==> src/rtl/cart_bank_pkg.sv <==
package cart_bank_pkg;

   // width of the region selector at the top of the address
   localparam int RGN_W = 3;

   localparam logic [RGN_W-1:0] RGN_RAM_GATE  = 3'd0;
   localparam logic [RGN_W-1:0] RGN_LOW_SEL   = 3'd1;
   localparam logic [RGN_W-1:0] RGN_UPPER_SEL = 3'd2;
   localparam logic [RGN_W-1:0] RGN_MODE_SEL  = 3'd3;

   localparam logic [7:0] RAM_KEY_ON  = 8'h0A;
   localparam logic [7:0] RAM_KEY_OFF = 8'h00;

endpackage

==> src/rtl/cart_ctrl_regs.sv <==
module cart_ctrl_regs
   import cart_bank_pkg::*;
#(
   parameter int ADDR_W  = 16,
   parameter int DATA_W  = 8,
   parameter int LOW_W   = 5,
   parameter int UPPER_W = 2
) (
   input  logic               clk,
   input  logic               rst_n,
   input  logic               wr_en,
   input  logic [ADDR_W-1:0]  wr_addr,
   input  logic [DATA_W-1:0]  wr_data,
   output logic               ram_en_q,
   output logic               mode_q,
   output logic [LOW_W-1:0]   low_q,
   output logic [UPPER_W-1:0] upper_q,
   output logic [UPPER_W-1:0] ram_bank_q
);

   localparam int SEL_LSB = ADDR_W - RGN_W;

   logic [RGN_W-1:0]   region;
   logic [LOW_W-1:0]   low_in;
   logic [LOW_W-1:0]   low_promoted;
   logic [UPPER_W-1:0] upper_in;
   logic               unused_addr;

   assign region       = wr_addr[ADDR_W-1:SEL_LSB];
   assign low_in       = wr_data[LOW_W-1:0];
   assign low_promoted = (low_in == '0) ? LOW_W'(1) : low_in;
   assign upper_in     = wr_data[UPPER_W-1:0];
   assign unused_addr  = ^wr_addr[SEL_LSB-1:0];

   always_ff @(posedge clk) begin
      if (!rst_n) begin
         ram_en_q   <= 1'b0;
         mode_q     <= 1'b0;
         low_q      <= LOW_W'(1);
         upper_q    <= '0;
         ram_bank_q <= '0;
      end else if (wr_en) begin
         case (region)
            RGN_RAM_GATE: begin
               if (wr_data == DATA_W'(RAM_KEY_ON))
                  ram_en_q <= 1'b1;
               else if (wr_data == DATA_W'(RAM_KEY_OFF))
                  ram_en_q <= 1'b0;
            end
            RGN_LOW_SEL: begin
               low_q <= low_promoted;
            end
            RGN_UPPER_SEL: begin
               upper_q <= upper_in;
               if (mode_q)
                  ram_bank_q <= upper_in;
            end
            RGN_MODE_SEL: begin
               mode_q <= wr_data[0];
               if (!wr_data[0])
                  ram_bank_q <= '0;
            end
            default: begin
            end
         endcase
      end
   end

endmodule

==> src/rtl/cart_bank_map.sv <==
module cart_bank_map #(
   parameter int ROM_BANKS   = 128,
   parameter int LOW_W       = 5,
   parameter int MULTI_LOW_W = 4,
   parameter int UPPER_W     = 2,
   localparam int BANK_W     = $clog2(ROM_BANKS)
) (
   input  logic               clk,
   input  logic               rst_n,
   input  logic               multi_game,
   input  logic [LOW_W-1:0]   low_q,
   input  logic [UPPER_W-1:0] upper_q,
   input  logic               mode_q,
   input  logic               ram_en_q,
   input  logic [UPPER_W-1:0] ram_bank_q,
   output logic [BANK_W-1:0]  fixed_bank,
   output logic [BANK_W-1:0]  switch_bank,
   output logic [UPPER_W-1:0] ram_bank,
   output logic               ram_en
);

   localparam int RAW_W = LOW_W + UPPER_W;
   localparam int PAD_W = LOW_W - MULTI_LOW_W;

   logic [RAW_W-1:0]  sw_norm, sw_multi, sw_raw;
   logic [RAW_W-1:0]  fx_norm, fx_multi, fx_raw;
   logic [BANK_W-1:0] sw_fit, fx_fit;
   logic [BANK_W-1:0] sw_next, fx_next;

   // stride 5: upper bits sit directly above the full low field
   assign sw_norm  = {upper_q, low_q};
   assign fx_norm  = {upper_q, {LOW_W{1'b0}}};
   // stride 4: the top low bit is dropped and upper moves down by one
   assign sw_multi = {{PAD_W{1'b0}}, upper_q, low_q[MULTI_LOW_W-1:0]};
   assign fx_multi = {{PAD_W{1'b0}}, upper_q, {MULTI_LOW_W{1'b0}}};

   assign sw_raw = multi_game ? sw_multi : sw_norm;
   assign fx_raw = multi_game ? fx_multi : fx_norm;

   // fit the raw bank number to the ROM: widen, pass or wrap
   generate
      if (BANK_W > RAW_W) begin : g_widen
         assign sw_fit = {{(BANK_W-RAW_W){1'b0}}, sw_raw};
         assign fx_fit = {{(BANK_W-RAW_W){1'b0}}, fx_raw};
      end else if (BANK_W == RAW_W) begin : g_exact
         assign sw_fit = sw_raw;
         assign fx_fit = fx_raw;
      end else begin : g_wrap
         logic unused_hi;
         assign sw_fit    = sw_raw[BANK_W-1:0];
         assign fx_fit    = fx_raw[BANK_W-1:0];
         assign unused_hi = ^{sw_raw[RAW_W-1:BANK_W], fx_raw[RAW_W-1:BANK_W]};
      end
   endgenerate

   assign sw_next = (sw_fit == '0) ? BANK_W'(1) : sw_fit;
   assign fx_next = mode_q ? fx_fit : '0;

   always_ff @(posedge clk) begin
      if (!rst_n) begin
         switch_bank <= BANK_W'(1);
         fixed_bank  <= '0;
         ram_bank    <= '0;
         ram_en      <= 1'b0;
      end else begin
         switch_bank <= sw_next;
         fixed_bank  <= fx_next;
         ram_bank    <= ram_bank_q;
         ram_en      <= ram_en_q;
      end
   end

endmodule

==> src/rtl/cart_bank_ctrl.sv <==
module cart_bank_ctrl #(
   parameter int ROM_BANKS   = 128,
   parameter int ADDR_W      = 16,
   parameter int DATA_W      = 8,
   parameter int LOW_W       = 5,
   parameter int MULTI_LOW_W = 4,
   parameter int UPPER_W     = 2,
   localparam int BANK_W     = $clog2(ROM_BANKS)
) (
   input  logic               clk,
   input  logic               rst_n,
   input  logic               wr_en,
   input  logic [ADDR_W-1:0]  wr_addr,
   input  logic [DATA_W-1:0]  wr_data,
   input  logic               multi_game,
   output logic [BANK_W-1:0]  fixed_bank,
   output logic [BANK_W-1:0]  switch_bank,
   output logic [UPPER_W-1:0] ram_bank,
   output logic               ram_en
);

   generate
      if (ROM_BANKS < 2 || (ROM_BANKS & (ROM_BANKS - 1)) != 0) begin : g_bad_banks
         $error("ROM_BANKS must be a power of two of at least 2");
      end
      if (MULTI_LOW_W < 1 || MULTI_LOW_W >= LOW_W) begin : g_bad_multi
         $error("MULTI_LOW_W must be between 1 and LOW_W-1");
      end
      if (LOW_W > DATA_W || UPPER_W > DATA_W) begin : g_bad_fields
         $error("bank fields must fit in the data bus");
      end
      if (ADDR_W <= cart_bank_pkg::RGN_W) begin : g_bad_addr
         $error("ADDR_W must exceed the region selector width");
      end
   endgenerate

   logic               ram_en_q;
   logic               mode_q;
   logic [LOW_W-1:0]   low_q;
   logic [UPPER_W-1:0] upper_q;
   logic [UPPER_W-1:0] ram_bank_q;

   cart_ctrl_regs #(
      .ADDR_W  (ADDR_W),
      .DATA_W  (DATA_W),
      .LOW_W   (LOW_W),
      .UPPER_W (UPPER_W)
   ) u_regs (
      .clk        (clk),
      .rst_n      (rst_n),
      .wr_en      (wr_en),
      .wr_addr    (wr_addr),
      .wr_data    (wr_data),
      .ram_en_q   (ram_en_q),
      .mode_q     (mode_q),
      .low_q      (low_q),
      .upper_q    (upper_q),
      .ram_bank_q (ram_bank_q)
   );

   cart_bank_map #(
      .ROM_BANKS   (ROM_BANKS),
      .LOW_W       (LOW_W),
      .MULTI_LOW_W (MULTI_LOW_W),
      .UPPER_W     (UPPER_W)
   ) u_map (
      .clk         (clk),
      .rst_n       (rst_n),
      .multi_game  (multi_game),
      .low_q       (low_q),
      .upper_q     (upper_q),
      .mode_q      (mode_q),
      .ram_en_q    (ram_en_q),
      .ram_bank_q  (ram_bank_q),
      .fixed_bank  (fixed_bank),
      .switch_bank (switch_bank),
      .ram_bank    (ram_bank),
      .ram_en      (ram_en)
   );

endmodule

==> config.mk <==
export PLATFORM = sky130hd
export DESIGN_NAME = cart_bank_ctrl
export DESIGN_NICKNAME = d
export VERILOG_FILES = /design/src/rtl/cart_bank_pkg.sv /design/src/rtl/cart_ctrl_regs.sv /design/src/rtl/cart_bank_map.sv /design/src/rtl/cart_bank_ctrl.sv
export SDC_FILE = /design/constraint.sdc
export NUM_CORES = 1
export LEC_CHECK = 0
export BUFFER_PORTS_ARGS = -buffer_cell sky130_fd_sc_hd__buf_2
export CAP_MARGIN = 0
export CORE_ASPECT_RATIO = 1.5
export CORE_MARGIN = 4
export CORE_UTILIZATION = 44
export CTS_CLUSTER_SIZE = 24
export DETAILED_ROUTE_END_ITERATION = 10
export GPL_TIMING_DRIVEN = 0
export PLACE_DENSITY = 0.75
export SLEW_MARGIN = 20
export SYNTH_ARGS = -nofsm -noshare
export SYNTH_HDL_FRONTEND = slang
export SYNTH_SLANG_ARGS = --single-unit
==> constraint.sdc <==
create_clock -name clk -period 1.3 [get_ports clk]
set_clock_uncertainty 0.05 [all_clocks]
set_input_delay 0.26 -clock clk [delete_from_list [all_inputs] [get_ports clk]]
set_output_delay 0.26 -clock clk [all_outputs]
set_load 0.03 [all_outputs]
== After elaboration in Yosys (flattened, before gate mapping) ==
Cells that the tools add are included.

* Register bits: 28
* Word-level logic and storage cells: 42
* Input port bits: 28
* Output and inout port bits: 17

* Muxes and demuxes: 8
* Equality and inequality tests: 6
* Reductions and logical operators: 15
* Bitwise operators: 2

{| class="wikitable"
|+ Operators by type and width
! kind !! number
|-
| 8-bit by 4-bit equality test with 1-bit output, second input constant || 1
|-
| 8-bit zero test || 1
|-
| 2-bit AND reduction || 4
|-
| 7-bit zero test || 1
|-
| 7-bit 2-to-1 mux || 1
|-
| 3-bit by 2-bit equality test with 1-bit output, second input constant || 2
|-
| 6-bit 2-to-1 mux || 1
|-
| 3-bit AND reduction || 2
|-
| 5-bit zero test || 1
|-
| 5-bit 2-to-1 mux || 1
|-
| 2-bit 2-to-1 mux || 2
|-
| 2-bit case mux with 2 select lines || 1
|-
| 4-bit AND reduction || 1
|-
| 2-bit nonzero test || 2
|-
| 3-bit by 1-bit equality test with 1-bit output, second input constant || 1
|-
| 3-bit zero test || 1
|-
| 3-bit OR reduction || 1
|-
| 1-bit 2-to-1 mux || 2
|-
| 2-bit by 1-bit != test with 1-bit output, second input constant || 1
|-
| 2-bit != test, second input constant || 1
|-
| 1-bit NOT || 2
|-
| 2-bit OR reduction || 1
|}

== Longest topological paths before layout ==
Gate-level depths: netlist (run 1).

* Depth in word-level cells: 3
* Depth in mapped cells: 4
* Gate-level depth less buffers: 3

== Hierarchy ==
A second synthesis (run 1) with hierarchy kept.

* Cells, all modules: 95
* Area total of the unflattened synthesis: 919.6 um^2

{| class="wikitable"
|+ Modules (own cells, without submodules)
! module !! seq. area each (um^2) !! cells an instance !! area an instance (um^2) !! times used
|-
| cart_ctrl_regs || 220.2 || 57 || 510.5 || 1
|-
| cart_bank_map || 260.2 || 38 || 409.1 || 1
|}

== Worst setup path after synthesis (run 1) ==
Ideal clock, no wire load.

* Kind: input to register
* From: input port wr_addr[15]
* To: register u_regs.ram_bank_q[0]
* Setup time: 0.119 ns
* Slack: 0.187 ns
* Required time: 1.131 ns
* Stages: 3
* Data arrival time: 0.945 ns
* Path buffers: 0
* Cells stage by stage: nand3b_1 > or2_2 > o221a_2

* Cells in the longest elaborated chain, start to end: 3
* Elaborated cells between the ends (all ways): 7
* Classes of those cells: 4 x eq/ne; 1 x mux; 2 x reduce/logical

{| class="wikitable"
|+ Ends and longest elaborated chain
! element !! line !! text
|-
| start, declared || cart_bank_ctrl.sv:13 || <nowiki>input logic [ADDR_W-1:0] wr_addr,</nowiki>
|-
| 3-bit by 2-bit equality test with 1-bit output || cart_ctrl_regs.sv:43 || <nowiki>case (region)</nowiki>
|-
| 2-bit by 1-bit != test with 1-bit output (no line) (tied with other cells) || n/a ||
|-
| 4-bit AND reduction (no line) || n/a ||
|-
| end signal, assigned || cart_ctrl_regs.sv:56 || <nowiki>ram_bank_q <= upper_in;</nowiki>
|-
| end, declared || cart_ctrl_regs.sv:18 || <nowiki>output logic [UPPER_W-1:0] ram_bank_q</nowiki>
|}

Parallel ways exist; a longest one is shown, timed or not.
A chain may end at the register's enable or synchronous reset.

== Final worst setup path (run 1) ==
* From: register u_regs.mode_q
* To: register u_regs.ram_bank_q[0]

* Cells in the longest elaborated chain, start to end: 2

{| class="wikitable"
|+ Ends and longest elaborated chain
! element !! line !! text
|-
| start, declared || cart_ctrl_regs.sv:15 || <nowiki>output logic mode_q,</nowiki>
|-
| start signal, assigned || cart_ctrl_regs.sv:59 || <nowiki>mode_q <= wr_data[0];</nowiki>
|-
| 2-bit by 1-bit != test with 1-bit output (no line) || n/a ||
|-
| 4-bit AND reduction (no line) || n/a ||
|}

Every way passes these cells.

==> key figures, run 1 <==
Logic synthesis
  • Mean instance size in the synthesized netlist: 10.4 µm²
  • Post-synth top flop: dfxtp_1
  • Warnings from Yosys: 0
  • Cell area after synthesis: 933 µm²
  • Gate count after technology mapping: 90
  • Post-synthesis sequential element count: 24
  • Portion of the post-synthesis area used by sequential elements: 51.5%
  • Library cells used by synthesis: 30
  • Number of enable flip-flop cells after synthesis: 0
  • Fraction of registers with async set/reset: 0%

Placed design
  • Worst setup slack after placement: 0.0194 ns
  • Routability cong.: 0.746
  • Number of buffers added on ports: 27
  • Half-perimeter wire length after detailed placement: 1400 µm

Run
  • Max-cap violations: 0

STA
  • Tcrit/Tclk final: 89.4%
  • Minimum clock period: 1.16 ns
  • Min setup slack post-route: 0.138 ns
  • Final number of hold-violating endpoints: 0
  • Maximum operating frequency: 860 MHz
  • Final Slew Violations: 0
  • Setup TNS: 0 ns
  • Unrepaired setup endpoints after global routing: no
  • Total setup violations reported at the end of the flow: 0
  • Worst hold slack: 0.110 ns

Route
  • Router iterations before antenna repair: 4
  • Routed via count: 736
  • Antenna-violating nets left: 0
  • Total detailed-routing wirelength: 1850 µm
  • Number of DRC violations after detailed-routing iteration 0: 5
  • Routed wire per std cell: 12.7 µm
  • Vias per Instance: 5.04
  • Remaining design rule violation count: 0

Global routing
  • Maximum number of pins on one net before global-route repair: 15
  • Vias in the first global route: 768
  • Overflow after GRT: 0
  • Global-route wire length before repair: 3150 µm
  • Global-route usage over all layers: 14.7%
  • Initial antenna violation count: 0

Die
  • # rows: 20
  • Die X: 45.6 µm
  • # IOs: 45
  • Die outline area: 2940 µm²
  • Initial core utilization: 46.0%
  • Area inside the core boundary: 2030 µm²
  • Die Ht: 64.4 µm

Clock network
  • Master cell of the clock root buffer: clkbuf_4
  • Worst-case clock buffer depth: 2
  • Number of buffers created by CTS: 3
  • Number of buffers added to fix hold violations after cts: 0
  • Clock latency on the worst-skew pair: 0.31 ns
  • Clock tree from TritonCTS: built
  • Maximum level of the CTS H-tree: 1
  • Clock sink total: 24
  • Post_cts resized: 0
  • Buffers inserted by post-CTS timing repair: 0
  • Clock-pin slew of the registers on the worst-case setup and hold paths: 0.13 ns

Final layout
  • Commonest non-fill, non-tap cell in the layout: buf_2
  • Commonest cells after routing, fill and taps aside: 27 x buf_2, 24 x dfxtp_1, 7 x mux2i_1, 7 x nor2b_1
  • Final-stage net count: 153
  • Antenna diode count: 0
  • Layout area overhead: 24.3%
  • Fraction of final layout cells sized beyond drive strength 1: 33.9%

Power and ir drop
  • Power consumption: 0.00141 W
  • Max IR drop VDD: 682 µV
  • Power per cell area: 1220 nW/µm²
  • Pleak: 0.510 nW

Critical path
  • Largest fanout on the critical path: 3
  • Critical path data arrival time: 1.33 ns
  • Start of the worst register-to-register path: u_regs.mode_q
  • Launching element type of the critical path: register
  • Kind of critical path: register to register
  • List of cells traversed by the critical path: nor2_1 > or2_2 > o221a_2
  • Required time of the worst setup path: 1.47 ns
  • Worst setup startpoint: u_regs.mode_q
  • Crit end category: register
  • Crit-path slowest cell: dfxtp_1
  • Slowest stage delay, CP: 0.38 ns

Hold path
  • Critical hold path startpoint: multi_game
  • Worst hold path type: primary input to register

Run status
  • Outcome: complete, no violations
==> worst max-delay path: cells and delay by family, from the launching register on <==
family | cells | cell delay, ns
flops | 1 | 0.38
compound gates | 1 | 0.26
simple gates | 2 | 0.37
==> where the power goes <==
| part | internal, W | total (W) | switching [W] |
|---|---|---|---|
| Sequential | 0.000746 | 0.000751 | 0.00000545 |
| Combinational | 0.0000546 | 0.000128 | 0.0000731 |
| Clock | 0.000312 | 0.000530 | 0.000219 |
| Total | 0.00111 | 0.00141 | 0.000297 |
==> cell type report <==
type,count,area [µm²]
flip-flops and latches,24,480
inverters,1,3.75
clock buffers,3,22.5
clock inverters,1,30.0
plain buffers,7,45.0
multi-input cells,61,415
well taps,22,27.5
fillers,180,867
repair buffers,27,135
==> final timing paths <==
check                           slack (ns)                    to  cells after the start
worst max-delay path                  0.14  u_regs.ram_bank_q[0]                      3
worst min-delay path                  0.11   u_map.fixed_bank[6]                      2
worst max register to register        0.14  u_regs.ram_bank_q[0]                      3
worst min register to register        0.42  u_map.switch_bank[0]                      1
==> state kept, by name (all words and copies together) (netlist names), 2 cells and up <==
register,cells
u_map.fixed_bank,3
u_regs.upper_q,2
u_regs.ram_bank_q,2
u_map.ram_bank,2
u_map.switch_bank,7
u_regs.low_q,5
==> cell families (layout without fill, tap and decap cells) <==
| group | count (synthesis) | count (layout) | synth area share [%] |
|---|---|---|---|
| compound gates | 9 | 9 | 7.77 |
| buf+inv | 8 | 39 | 5.23 |
| flops | 24 | 24 | 51.5 |
| mux | 7 | 7 | 7.51 |
| other cells | 1 | 4 | 0.402 |
| simple gates | 41 | 41 | 27.6 |
==> cells in the mapped netlist, types with 2 or more instances <==
library cell	instances	area share, %
nand4_1	2	1.3
nor4_1	2	1.3
buf_4	5	4.0
nand2_1	2	0.80
nor2_1	6	2.4
nand3b_1	2	1.6
nor3_1	2	1.1
clkbuf_1	2	0.80
and4bb_2	2	2.7
mux2i_1	7	7.5
dfxtp_1	24	51
nor2b_1	7	4.7
nor3b_1	2	1.6
and2_1	6	4.0
a21boi_0	2	1.6
nand3_1	2	1.1
and3b_1	2	1.9
==> layer usage <==
layer  wire (µm)  vias to the layer above  share of wire (%)  track usage [%]
li1            -                      374                  -                -
met1         719                      342                 39             14.9
met2        1000                       16                 54             25.5
met3          71                        4                3.8             2.50
met4          56                        0                3.0             9.89
met5           0                        -                  0                0
==> per-stage QoR <==
step | instances | area, µm² | util [%]
3_3_place_gp | 142 | 1110 | 54.6
4_1_cts | 146 | 1160 | 57.2
3_5_place_dp | 142 | 1110 | 54.6
6_report | 146 | 1160 | 57.2
5_1_grt | 146 | 1160 | 57.2
2_1_floorplan | 93 | 945 | -
No activity file was read; power rests on OpenSTA's default activity.
==> run 2, diff against run 1 <==
--- a/config.mk
+++ b/config.mk
@@ -7,7 +7,6 @@
 export LEC_CHECK = 0
 export BUFFER_PORTS_ARGS = -buffer_cell sky130_fd_sc_hd__buf_2
 export CAP_MARGIN = 0
-export CORE_ASPECT_RATIO = 1.5
 export CORE_MARGIN = 4
 export CORE_UTILIZATION = 44
 export CTS_CLUSTER_SIZE = 24
==> run 2 against run 1 <==
Die area decreased by 0.51%. Non-clock buffer count unchanged. Global-route usage is 1.1 points lower. Flip-flop and latch count did not move. Core utilization up 0.80 points. First-iteration DRC count grew 100%. Register-to-register slack hardly changed. Clock power is 28% lower. Critical path type unchanged. Largest power group unchanged. Sequential share of layout area up 0.36 points. Combinational power barely moved. Power fell by 11%.
==> key figures, run 2 (synthesis results as in run 1) <==
Placed design
  • Routability cong.: 0.759
  • Number of buffers added on ports: 27
  • Half-perimeter wire length after detailed placement: 1420 µm
  • Inst Count DP: 147
  • Placed standard-cell area: 1110 µm²

STA
  • Unrepaired setup endpoints after global routing: no
  • Worst hold slack: 0.114 ns
  • Setup TNS: 0 ns
  • Minimum clock period: 1.16 ns
  • Tcrit/Tclk final: 89.0%
  • Final number of hold-violating endpoints: 0
  • Final Slew Violations: 0
  • Maximum operating frequency: 864 MHz
  • Total setup violations reported at the end of the flow: 0

Critical path
  • Buffer and inverter count on the worst path: 0
  • Kind of critical path: register to register
  • Critical Path Stages: 3
  • Worst Reg-to-Reg Cells: 3
  • Critical path data arrival time: 1.32 ns
  • Required time of the worst setup path: 1.46 ns
  • List of cells traversed by the critical path: nor2_1 > or2_2 > o221a_2
  • Kind of cell adding the most delay to the critical path: flip-flops
  • Destination of the worst register-to-register timing path: u_regs.ram_bank_q[0]
  • Crit-path slowest cell: dfxtp_1
  • Start of the worst register-to-register path: u_regs.mode_q
  • Crit end category: register
  • Setup slack of the most critical reg-to-reg path: 0.14 ns
  • Largest fanout on the critical path: 3
  • Slowest stage delay, CP: 0.38 ns
  • Launching element type of the critical path: register

Global routing
  • Initial antenna violation count: 0
  • Maximum number of pins on one net before global-route repair: 14
  • Vias in the first global route: 743
  • Global-route wire length before repair: 2880 µm
  • Overflow after GRT: 0
  • Global-route usage over all layers: 13.5%

Final layout
  • Largest register FFs: 7
  • Commonest non-fill, non-tap cell in the layout: buf_2
  • Antenna diode count: 0
  • Final-stage net count: 153
  • Layout area overhead: 23.2%
  • Commonest cells after routing, fill and taps aside: 27 x buf_2, 24 x dfxtp_1, 7 x mux2i_1, 7 x nor2b_1
  • Non-Filler Instances: 151
  • Post-Layout Inst Area: 1150 µm²
  • Number of fill cells: 177
  • Registers with the most flip-flops: u_map.switch_bank x7, u_regs.low_q x5, u_map.fixed_bank x3
  • Register containing the most flip-flops in the final layout: u_map.switch_bank
  • Fraction of final layout cells sized beyond drive strength 1: 33.9%

Route
  • Routed via count: 731
  • Number of DRC violations after detailed-routing iteration 0: 10
  • Routed wire per std cell: 12.2 µm
  • Antenna-violating nets left: 0
  • Vias per Instance: 4.84
  • Router iterations before antenna repair: 4
  • Remaining design rule violation count: 0
  • Total detailed-routing wirelength: 1840 µm

Die
  • # rows: 16
  • # IOs: 45
  • Die Ht: 54.1 µm
  • Area inside the core boundary: 1980 µm²
  • Initial core utilization: 47.1%
  • Die outline area: 2920 µm²
  • Die X: 54.1 µm

Hold path
  • Hold Crit Endpoint: u_map.fixed_bank[6]
  • Worst hold path type: primary input to register
  • Critical hold path startpoint: multi_game
  • Cells on Worst Hold Path: 2

Clock network
  • Buffers inserted by post-CTS timing repair: 0
  • Clock tree from TritonCTS: built
  • Clock-pin slew of the registers on the worst-case setup and hold paths: 0.13 ns
  • Number of buffers added to fix hold violations after cts: 0
  • Master cell of the clock root buffer: clkbuf_4
  • Worst-case clock buffer depth: 2
  • Number of buffers created by CTS: 3
  • Maximum level of the CTS H-tree: 1
  • Clock latency on the worst-skew pair: 0.31 ns
  • Clock sink total: 24
  • Post_cts resized: 0

Run
  • Max-cap violations: 0

Power and ir drop
  • Pleak: 0.503 nW
  • Power per cell area: 1100 nW/µm²
  • Max IR drop VDD: 502 µV
  • Power consumption: 0.00126 W

Run status
  • Outcome: complete, no violations
## run 2: cell types whose count changed in the layout (fill, tap and decap cells not counted)
cell / change
bufinv_16: -1
clkbuf_8: +1
## run 2: stage by stage
stage               utilization, %  setup WS (ns)
finish                        58.0          0.143
global placement              56.2         0.0240
global route                  58.0          0.105
detailed placement            56.2         0.0125
CTS                           58.0          0.138
floorplan                        -          0.187
## run 2: routing by layer
layer	GRT usage, %	wire length, µm	up-vias
met5	0	0	-
met4	7.05	23	0
met3	2.77	52	2
met2	25.6	1020	8
met1	13.8	751	348
li1	-	-	373
## run 2: area by class of cell
class                   count  area, µm²  share of cell area, %
clock buffers               4       36.3                   3.16
well taps                  27       33.8                   2.94
repair buffers             27        135                   11.8
inverters                   1       3.75                  0.326
plain buffers               7       45.0                   3.92
multi-input cells          61        415                   36.1
flip-flops and latches     24        480                   41.8
## run 2: where the power goes
group | internal (W) | leakage, nW | switching [W]
sequential | 0.000746 | 0.194 | 0.00000516
combinational | 0.0000546 | 0.288 | 0.0000733
clock | 0.000171 | 0.0210 | 0.000211
## run 2: worst max path at each step
| stage | startpoint | to | slack [ns] |
|---|---|---|---|
| floorplan | wr_addr[15] | u_regs.ram_bank_q[0] | 0.19 |
| global placement | wr_addr[15] | u_regs.ram_bank_q[0] | 0.02 |
| detailed placement | wr_addr[15] | u_regs.ram_bank_q[0] | 0.01 |
| CTS | u_map.switch_bank[5] | switch_bank[5] | 0.14 |
| global route | u_regs.mode_q | u_regs.ram_bank_q[0] | 0.11 |
| finish | u_regs.mode_q | u_regs.ram_bank_q[0] | 0.14 |
